===== src/rtl/lt_pkg.sv =====
package lt_pkg;

    localparam int DATA_W   = 32;
    localparam int RELOAD_W = 28;
    localparam int N_CORES  = 4;
    localparam int ADDR_W   = 2;
    localparam int CODE_W   = $clog2(N_CORES) + 1;

    localparam int RUN_BIT  = 28;
    localparam int IEN_BIT  = 29;
    localparam int PEND_BIT = 31;
    localparam int DROP_BIT = 31;
    localparam int LOAD_BIT = 30;

    typedef enum logic [ADDR_W-1:0] {
        ADDR_ROUTE = 2'd0,
        ADDR_CTRL  = 2'd1,
        ADDR_CMD   = 2'd2,
        ADDR_SPARE = 2'd3
    } addr_e;

    typedef struct packed {
        logic                ien;
        logic                run;
        logic [RELOAD_W-1:0] reload;
    } ctrl_t;

    typedef struct packed {
        logic drop;
        logic load;
    } cmd_t;

    function automatic ctrl_t ctrl_unpack(input logic [DATA_W-1:0] w);
        ctrl_t c;
        c.ien    = w[IEN_BIT];
        c.run    = w[RUN_BIT];
        c.reload = w[RELOAD_W-1:0];
        return c;
    endfunction

    function automatic logic [DATA_W-1:0] ctrl_pack(input ctrl_t c, input logic pend);
        logic [DATA_W-1:0] w;
        w                 = '0;
        w[RELOAD_W-1:0]   = c.reload;
        w[RUN_BIT]        = c.run;
        w[IEN_BIT]        = c.ien;
        w[PEND_BIT]       = pend;
        return w;
    endfunction

    function automatic cmd_t cmd_unpack(input logic wr, input logic [DATA_W-1:0] w);
        cmd_t c;
        c.drop = wr & w[DROP_BIT];
        c.load = wr & w[LOAD_BIT];
        return c;
    endfunction

endpackage


===== src/rtl/lt_counter.sv =====
module lt_counter #(
    parameter int W = lt_pkg::RELOAD_W
) (
    input  logic         clk,
    input  logic         rst,
    input  logic         run,
    input  logic         load,
    input  logic [W-1:0] reload_val,
    output logic         expire
);

    logic [W-1:0] cnt_q;
    logic         at_zero;

    assign at_zero = (cnt_q == '0);
    assign expire  = run && !load && at_zero;

    always_ff @(posedge clk) begin
        if (rst) begin
            cnt_q <= '0;
        end else if (load) begin
            cnt_q <= reload_val;
        end else if (run) begin
            if (at_zero) cnt_q <= reload_val;
            else         cnt_q <= cnt_q - 1'b1;
        end
    end

    // a running count that is not at zero steps down by one
    a_r4_step_down: assert property (@(posedge clk) disable iff (rst)
        (run && !load && !at_zero) |=> (cnt_q == $past(cnt_q) - 1'b1));

    // a stopped count holds its value
    a_r4_hold_stopped: assert property (@(posedge clk) disable iff (rst)
        (!run && !load) |=> $stable(cnt_q));

    // a forced load takes the reload value
    a_r6_forced_load: assert property (@(posedge clk) disable iff (rst)
        load |=> (cnt_q == $past(reload_val)));

endmodule


===== src/rtl/lt_pending.sv =====
module lt_pending (
    input  logic clk,
    input  logic rst,
    input  logic set,
    input  logic drop,
    output logic pend
);

    always_ff @(posedge clk) begin
        if (rst)       pend <= 1'b0;
        else if (set)  pend <= 1'b1;
        else if (drop) pend <= 1'b0;
    end

    // an expiry always leaves the flag set, even against a clear
    a_r8_set_wins: assert property (@(posedge clk) disable iff (rst)
        set |=> pend);

    // a clear without a competing expiry empties the flag
    a_r5_drop: assert property (@(posedge clk) disable iff (rst)
        (drop && !set) |=> !pend);

    // with neither event the flag keeps its value
    a_r7_idle_keeps: assert property (@(posedge clk) disable iff (rst)
        (!drop && !set) |=> $stable(pend));

    // the flag is clear after reset
    a_r1_reset_clear: assert property (@(posedge clk)
        rst |=> !pend);

endmodule


===== src/rtl/lt_router.sv =====
module lt_router #(
    parameter int N      = lt_pkg::N_CORES,
    localparam int CW    = $clog2(N) + 1
) (
    input  logic          pend,
    input  logic          ien,
    input  logic [CW-1:0] code,
    output logic [N-1:0]  irq,
    output logic [N-1:0]  fiq
);

    logic active;
    assign active = pend && ien;

    for (genvar i = 0; i < N; i++) begin : g_core
        assign irq[i] = active && (code == CW'(i));
        assign fiq[i] = active && (code == CW'(N + i));
    end

endmodule


===== src/rtl/lt_route_timer.sv =====
module lt_route_timer #(
    parameter int N_CORES = lt_pkg::N_CORES
) (
    input  logic                      clk,
    input  logic                      rst,
    input  logic                      bus_wr,
    input  logic [lt_pkg::ADDR_W-1:0] bus_addr,
    input  logic [lt_pkg::DATA_W-1:0] bus_wdata,
    output logic [lt_pkg::DATA_W-1:0] bus_rdata,
    output logic [N_CORES-1:0]        irq_o,
    output logic [N_CORES-1:0]        fiq_o
);

    import lt_pkg::*;

    localparam int CW = $clog2(N_CORES) + 1;

    addr_e           addr;
    ctrl_t           ctrl_q;
    logic [CW-1:0]   route_q;
    cmd_t            cmd;
    logic            expire;
    logic            pend;

    assign addr = addr_e'(bus_addr);
    assign cmd  = cmd_unpack(bus_wr && (addr == ADDR_CMD), bus_wdata);

    always_ff @(posedge clk) begin
        if (rst) begin
            ctrl_q  <= '0;
            route_q <= '0;
        end else if (bus_wr) begin
            case (addr)
                ADDR_ROUTE: route_q <= bus_wdata[CW-1:0];
                ADDR_CTRL:  ctrl_q  <= ctrl_unpack(bus_wdata);
                default: ;
            endcase
        end
    end

    always_comb begin
        case (addr)
            ADDR_ROUTE: bus_rdata = DATA_W'(route_q);
            ADDR_CTRL:  bus_rdata = ctrl_pack(ctrl_q, pend);
            default:    bus_rdata = '0;
        endcase
    end

    lt_counter #(.W(RELOAD_W)) u_counter (
        .clk        (clk),
        .rst        (rst),
        .run        (ctrl_q.run),
        .load       (cmd.load),
        .reload_val (ctrl_q.reload),
        .expire     (expire)
    );

    lt_pending u_pending (
        .clk  (clk),
        .rst  (rst),
        .set  (expire),
        .drop (cmd.drop),
        .pend (pend)
    );

    lt_router #(.N(N_CORES)) u_router (
        .pend (pend),
        .ien  (ctrl_q.ien),
        .code (route_q),
        .irq  (irq_o),
        .fiq  (fiq_o)
    );

    // never more than one destination line at a time
    a_r9_single_line: assert property (@(posedge clk) disable iff (rst)
        $onehot0({fiq_o, irq_o}));

    // no line is high unless the flag is pending and enabled
    a_r10_gated: assert property (@(posedge clk) disable iff (rst)
        !(pend && ctrl_q.ien) |-> ({fiq_o, irq_o} == '0));

    // a pending, enabled flag always reaches some line
    a_r10_delivered: assert property (@(posedge clk) disable iff (rst)
        (pend && ctrl_q.ien) |-> ($countones({fiq_o, irq_o}) == 1));

    // a forced load on an edge that would expire suppresses the expiry
    a_r6_no_expire_on_load: assert property (@(posedge clk) disable iff (rst)
        cmd.load |-> !expire);

endmodule


===== config.mk =====
export PLATFORM = sky130hd
export DESIGN_NAME = lt_route_timer
export DESIGN_NICKNAME = d
export VERILOG_FILES = /design/src/rtl/lt_pkg.sv /design/src/rtl/lt_counter.sv /design/src/rtl/lt_pending.sv /design/src/rtl/lt_router.sv /design/src/rtl/lt_route_timer.sv
export SDC_FILE = /design/constraint.sdc
export NUM_CORES = 1
export LEC_CHECK = 0
export BUFFER_PORTS_ARGS = -buffer_cell sky130_fd_sc_hd__clkbuf_2
export CAP_MARGIN = 20
export CORE_MARGIN = 2
export CORE_UTILIZATION = 40
export DETAILED_ROUTE_END_ITERATION = 8
export RECOVER_POWER = 25
export REMOVE_ABC_BUFFERS = 1
export SLEW_MARGIN = 20
export SYNTH_ARGS = -nofsm -noshare
export SYNTH_HDL_FRONTEND = slang
export SYNTH_SLANG_ARGS = --single-unit

===== constraint.sdc =====
create_clock -name clk -period 6.45 [get_ports clk]
set_clock_uncertainty 0.05 [all_clocks]
set_input_delay 0.645 -clock clk [delete_from_list [all_inputs] [get_ports clk]]
set_output_delay 0.645 -clock clk [all_outputs]
set_load 0.02 [all_outputs]

Word-level counts from Yosys, hierarchy flattened
Index checks and enable logic that the tools add are counted.
{"block": "word_totals", "out_inout_bits": 40, "wordCells": 44, "input_bits": 37, "reg_bits": 62}
{"block": "classes", "muxes": 6, "n_addsub": 1, "eq_ne": 9, "bitwise": 2, "n_reduce_logical": 20}
{"cell": "28-bit 2-to-1 mux", "n": 3}
{"cell": "32-bit case mux with 2 select lines", "n": 1}
{"cell": "28-bit zero test", "n": 1}
{"cell": "28-bit by 1-bit subtractor with 28-bit output (second input constant)", "n": 1}
{"cell": "3-bit equality test (second input constant)", "n": 4}
{"cell": "1-bit logical AND", "n": 12}
{"cell": "3-bit by 2-bit equality test with 1-bit output (second input constant)", "n": 2}
{"cell": "2-bit AND reduction", "n": 2}
{"cell": "2-bit nonzero test", "n": 2}
{"cell": "3-bit by 1-bit equality test with 1-bit output (second input constant)", "n": 1}
{"cell": "3-bit zero test", "n": 1}
{"cell": "1-bit bitwise AND", "n": 2}
{"cell": "2-bit by 1-bit equality test with 1-bit output (second input constant)", "n": 1}
{"cell": "2-bit equality test (second input constant)", "n": 1}
{"cell": "2-bit zero test", "n": 1}
{"cell": "1-bit 2-to-1 mux", "n": 2}
{"cell": "1-bit zero test", "n": 1}

Longest topological paths before layout
{"block": "logic_depth", "depth_word": 7, "ltp_mapped": 8, "mapped_depth_nobuf": 7}

Modules after synthesis
Synthesis repeated with hierarchy kept, for this count alone.
{"block": "hier_totals", "cells_unflattened": 448, "area_unflattened_um2": 3724.8}
{"module": "lt_counter", "area_per_inst_um2": 1855.5, "seq_area_each_um2": 560.5, "n_inst": 1, "cells_each": 244}
{"module": "lt_route_timer", "area_per_inst_um2": 1741.7, "seq_area_each_um2": 660.6, "n_inst": 1, "cells_each": 187}
{"module": "lt_router", "area_per_inst_um2": 88.8, "seq_area_each_um2": 0.0, "n_inst": 1, "cells_each": 13}
{"module": "lt_pending", "area_per_inst_um2": 38.8, "seq_area_each_um2": 20.0, "n_inst": 1, "cells_each": 4}

Worst setup path before layout
Ideal clock, no wire load.
{"block": "synth_path", "path_kind": "input to output", "from": "input port bus_addr[0] (netlist name)", "to": "output port bus_rdata[11] (netlist name)", "path_buffers": 3, "stages": 5, "arrival_ns": 1.785, "t_required_ns": 5.755, "slack_ns": 3.970, "path_cell_list": "clkbuf_1 nor2b_1 clkbuf_1 clkbuf_1 and2_1"}
{"block": "synth_between", "elab_chain_len": 2, "word_cells_on_any_way": 3, "cone_classes": "eq/ne: 1; mux: 1; reduce/logical: 1"}
{"element": "from (decl)", "line_no": "lt_route_timer.sv:7", "source": "input logic [lt_pkg::ADDR_W-1:0] bus_addr,"}
{"element": "2-bit by 1-bit equality test with 1-bit output / 2-bit zero test (equally long branches)", "line_no": "lt_route_timer.sv:42", "source": "case (addr)"}
{"element": "32-bit case mux with 2 select lines *", "line_no": "lt_route_timer.sv:42"}
{"element": "to (decl)", "line_no": "lt_route_timer.sv:9", "source": "output logic [lt_pkg::DATA_W-1:0] bus_rdata,"}
Every way passes the cells marked *; elsewhere a longest branch is shown, timed or not.

Final worst setup path
{"block": "layout_path", "from": "input port bus_addr[0] (netlist name)", "to": "register ctrl_q[18] (netlist name)"}
{"block": "layout_between", "elab_chain_len": 2}
{"element": "2-bit by 1-bit equality test with 1-bit output", "line_no": "lt_route_timer.sv:33", "source": "case (addr)"}
{"element": "2-bit AND reduction (no line)"}
{"element": "to (signal assigned)", "line_no": "lt_route_timer.sv:35", "source": "ADDR_CTRL: ctrl_q <= ctrl_unpack(bus_wdata);"}
{"element": "to (decl)", "line_no": "lt_route_timer.sv:19", "source": "ctrl_t ctrl_q;"}
Every way passes these cells.
A chain may end at the register's enable or synchronous reset.

==> flow_metrics.py <==
metrics = {
    "run_status": {
        "status": "finished with violations",
        "violations": "capacitance limit, slew limit",
    },
    "drt": {
        "drt-total-wl_mm": 10.2,
        "drt-wirelength-per-cell_um": 16.6,
        "vias": 3543,
        "drtIter0Drc": 285,
        "ant_nets": 0,
        "first_pass_iters": 5,
        "drc": 0,
        "vias_per_cell": 5.73,
    },
    "cts": {
        "ctsLongestPathBuffers": 2,
        "h-tree-depth": 3,
        "clk_pin_slew_ns": 0.07,
        "post_cts_resized": 0,
        "cts.sinks": 62,
        "cts_root_buf": "clkbuf_8",
        "post_cts_buffers": 0,
        "clk-insertion-delay-late_ns": 0.34,
        "cts_tree": "done",
        "cts_hold_buf": 0,
        "numCtsBuffers": 9,
    },
    "place": {
        "port_buffers": 75,
        "place_area_um2": 3820,
        "place_worst_setup_slack_ns": 3.68,
        "gp_congestion": 0.899,
        "dp.cells": 604,
        "dp_hpwl_mm": 6.96,
    },
    "finish": {
        "num-nets-final": 550,
        "fin_util_pct": 48.1,
        "diodes": 0,
        "areaGrowthSynthToFinish_pct": 16.2,
        "fillers": 863,
        "fin_area_um2": 3970,
        "drive_gt1_share_pct": 17.2,
        "stdcell_count": 618,
    },
    "floorplan": {
        "initial_core_util_pct": 41.4,
        "dieArea_um2": 9300,
        "die_h_um": 96.4,
        "fp-row-count": 33,
        "io_pins": 77,
        "coreArea_um2": 8260,
        "die_width_um": 96.4,
    },
    "pwr": {
        "powerDensity_nw_per_um2": 272,
        "power_mw": 1.08,
        "ir_drop_mv": 0.104,
        "total_leakage_power_nw": 1.63,
    },
    "timing": {
        "tightest_slew_ns": 1.67,
        "hold_viol_final": 0,
        "setup_ws_ns": 3.00,
        "slew_headroom_pct": -11.3,
        "timing.fmax_mhz": 290,
        "fin_crit_ns": 3.45,
        "finalSetupViolCount": 0,
        "timing.hold.ws_ns": 0.420,
        "fin_tns_setup_ns": 0,
        "fin_crit_sh_pct": 53.5,
        "rsz0062_at_grt": "false",
        "slew_viol_final": 31,
    },
    "yosys": {
        "ys_warn_count": 0,
        "ys.flop_type": "dfxtp_1",
        "synth_seq_cells": 62,
        "synth_edf_count": 0,
        "netlist_area_um2": 3420,
        "synthCells": 451,
        "yosysSeqAreaShare_pct": 36.3,
        "synth_cell_types": 58,
        "avgSynthCellArea_um2": 7.58,
        "ys_async_sr_fraction_pct": 0,
    },
    "grt": {
        "grt_max_degree": 51,
        "grt_pass1_wl_mm": 15.9,
        "antenna_found_initial": 0,
        "grt-ovfl-total": 0,
        "groute.usage.overall_pct": 22.5,
        "grt_pass1_vias": 3017,
    },
    "setup_path": {
        "crit_path_end_kind": "flip-flop",
        "worstSetupPathType": "input port to flip-flop",
        "critical_path_arrival_ns": 3.67,
        "critPathLaunchType": "input port",
        "cp_data_required_time_ns": 6.67,
        "path_max_fanout": 30,
    },
    "min_path": {
        "hp-class": "flip-flop to flip-flop",
    },
    "flow_run": {
        "maxCapViolations": 1,
    },
}
cell usage after synthesis (4+ instances only):
| cell type | number | share of area, % |
|---|---|---|
| and2_1 | 31 | 5.7 |
| nor3_1 | 19 | 2.8 |
| a31oi_1 | 8 | 1.5 |
| buf_4 | 4 | 0.88 |
| nand3_1 | 14 | 2.1 |
| a21oi_1 | 34 | 5.0 |
| nor2_1 | 28 | 3.1 |
| mux2i_1 | 7 | 2.1 |
| o211ai_1 | 9 | 2.0 |
| nand4_1 | 9 | 1.6 |
| clkbuf_1 | 26 | 2.9 |
| a211o_1 | 7 | 1.8 |
| nand2b_1 | 5 | 0.92 |
| dfxtp_1 | 62 | 36 |
| or3_1 | 6 | 1.1 |
| nand2_1 | 88 | 9.7 |
| inv_1 | 7 | 0.77 |
| nor4_1 | 15 | 2.7 |
| and4_1 | 4 | 1.0 |
| o21ai_0 | 10 | 1.5 |
routing by layer:
metal	up-vias	track usage, %	wire (um)	share of wire [%]
met5	-	0	0	0
li1	1744	-	-	-
met1	1645	32.7	4850	47
met4	0	6.81	157	1.5
met3	16	4.65	727	7.1
met2	138	33.4	4500	44
worst paths after layout:
kind	from	endpoint	slack, ns	cells past startpoint
setup / recovery	bus_addr[0]	ctrl_q[18]	3.00	6
hold / removal	ctrl_q[23]	ctrl_q[23]	0.42	2
setup reg to reg	u_counter.cnt_q[0]	u_counter.cnt_q[18]	3.58	7
hold reg to reg	ctrl_q[23]	ctrl_q[23]	0.42	2
state kept, by name, summed over array words and instances (netlist names):
register         cells
u_counter.cnt_q     28
u_pending.pend       1
ctrl_q              30
route_q              3
worst max-delay path: stages:
cell      delay, ns
clkbuf_1       0.27
nor2b_1        0.17
clkbuf_1       0.86
and2_0         1.36
nand2_1        0.15
a21oi_1        0.19
where the power goes:
| group | internal [mW] | switching [mW] |
|---|---|---|
| clock network | 0.153 | 0.143 |
| logic | 0.111 | 0.243 |
| registers | 0.404 | 0.0267 |
area by class of cell:
class	count	area (um2)	area share, %
multi-input cells	351	2020	50.8
flip-flops and latches	62	1240	31.3
repair buffers	80	392	9.86
clock buffers	11	151	3.81
well taps	105	131	3.31
inverters	7	26.3	0.662
clock inverters	2	10.0	0.252
logic make-up after synthesis:
| kind of cell | after synthesis | share of synthesized area, % |
|---|---|---|
| and+or+nand+nor | 242 | 36.6 |
| AOI/OAI and AO/OA | 98 | 19.3 |
| DFF | 62 | 36.3 |
| buffers and inverters | 38 | 4.61 |
| muxes | 7 | 2.05 |
| adders and majority gates | 2 | 0.732 |
| other | 1 | 0.110 |
| xor gates and xnor gates | 1 | 0.256 |
layout by cell type, fill, tap and decap left out, drive strengths merged, types with 3 or more instances in the layout:
cell type,count
nand3,14
nand2,88
or4,4
a211o,7
mux2i,7
o211ai,9
and3,3
clkbuf,88
nor2,28
o31ai,3
nand4,10
and2,31
nand4b,3
nor4,16
a31oi,8
a21oi,35
nor3,19
nor4b,3
buf,3
dfxtp,62
or3,6
nand2b,5
inv,7
o21ai,12
and4,4
a22o,3
(Power assumes the default switching activity.)
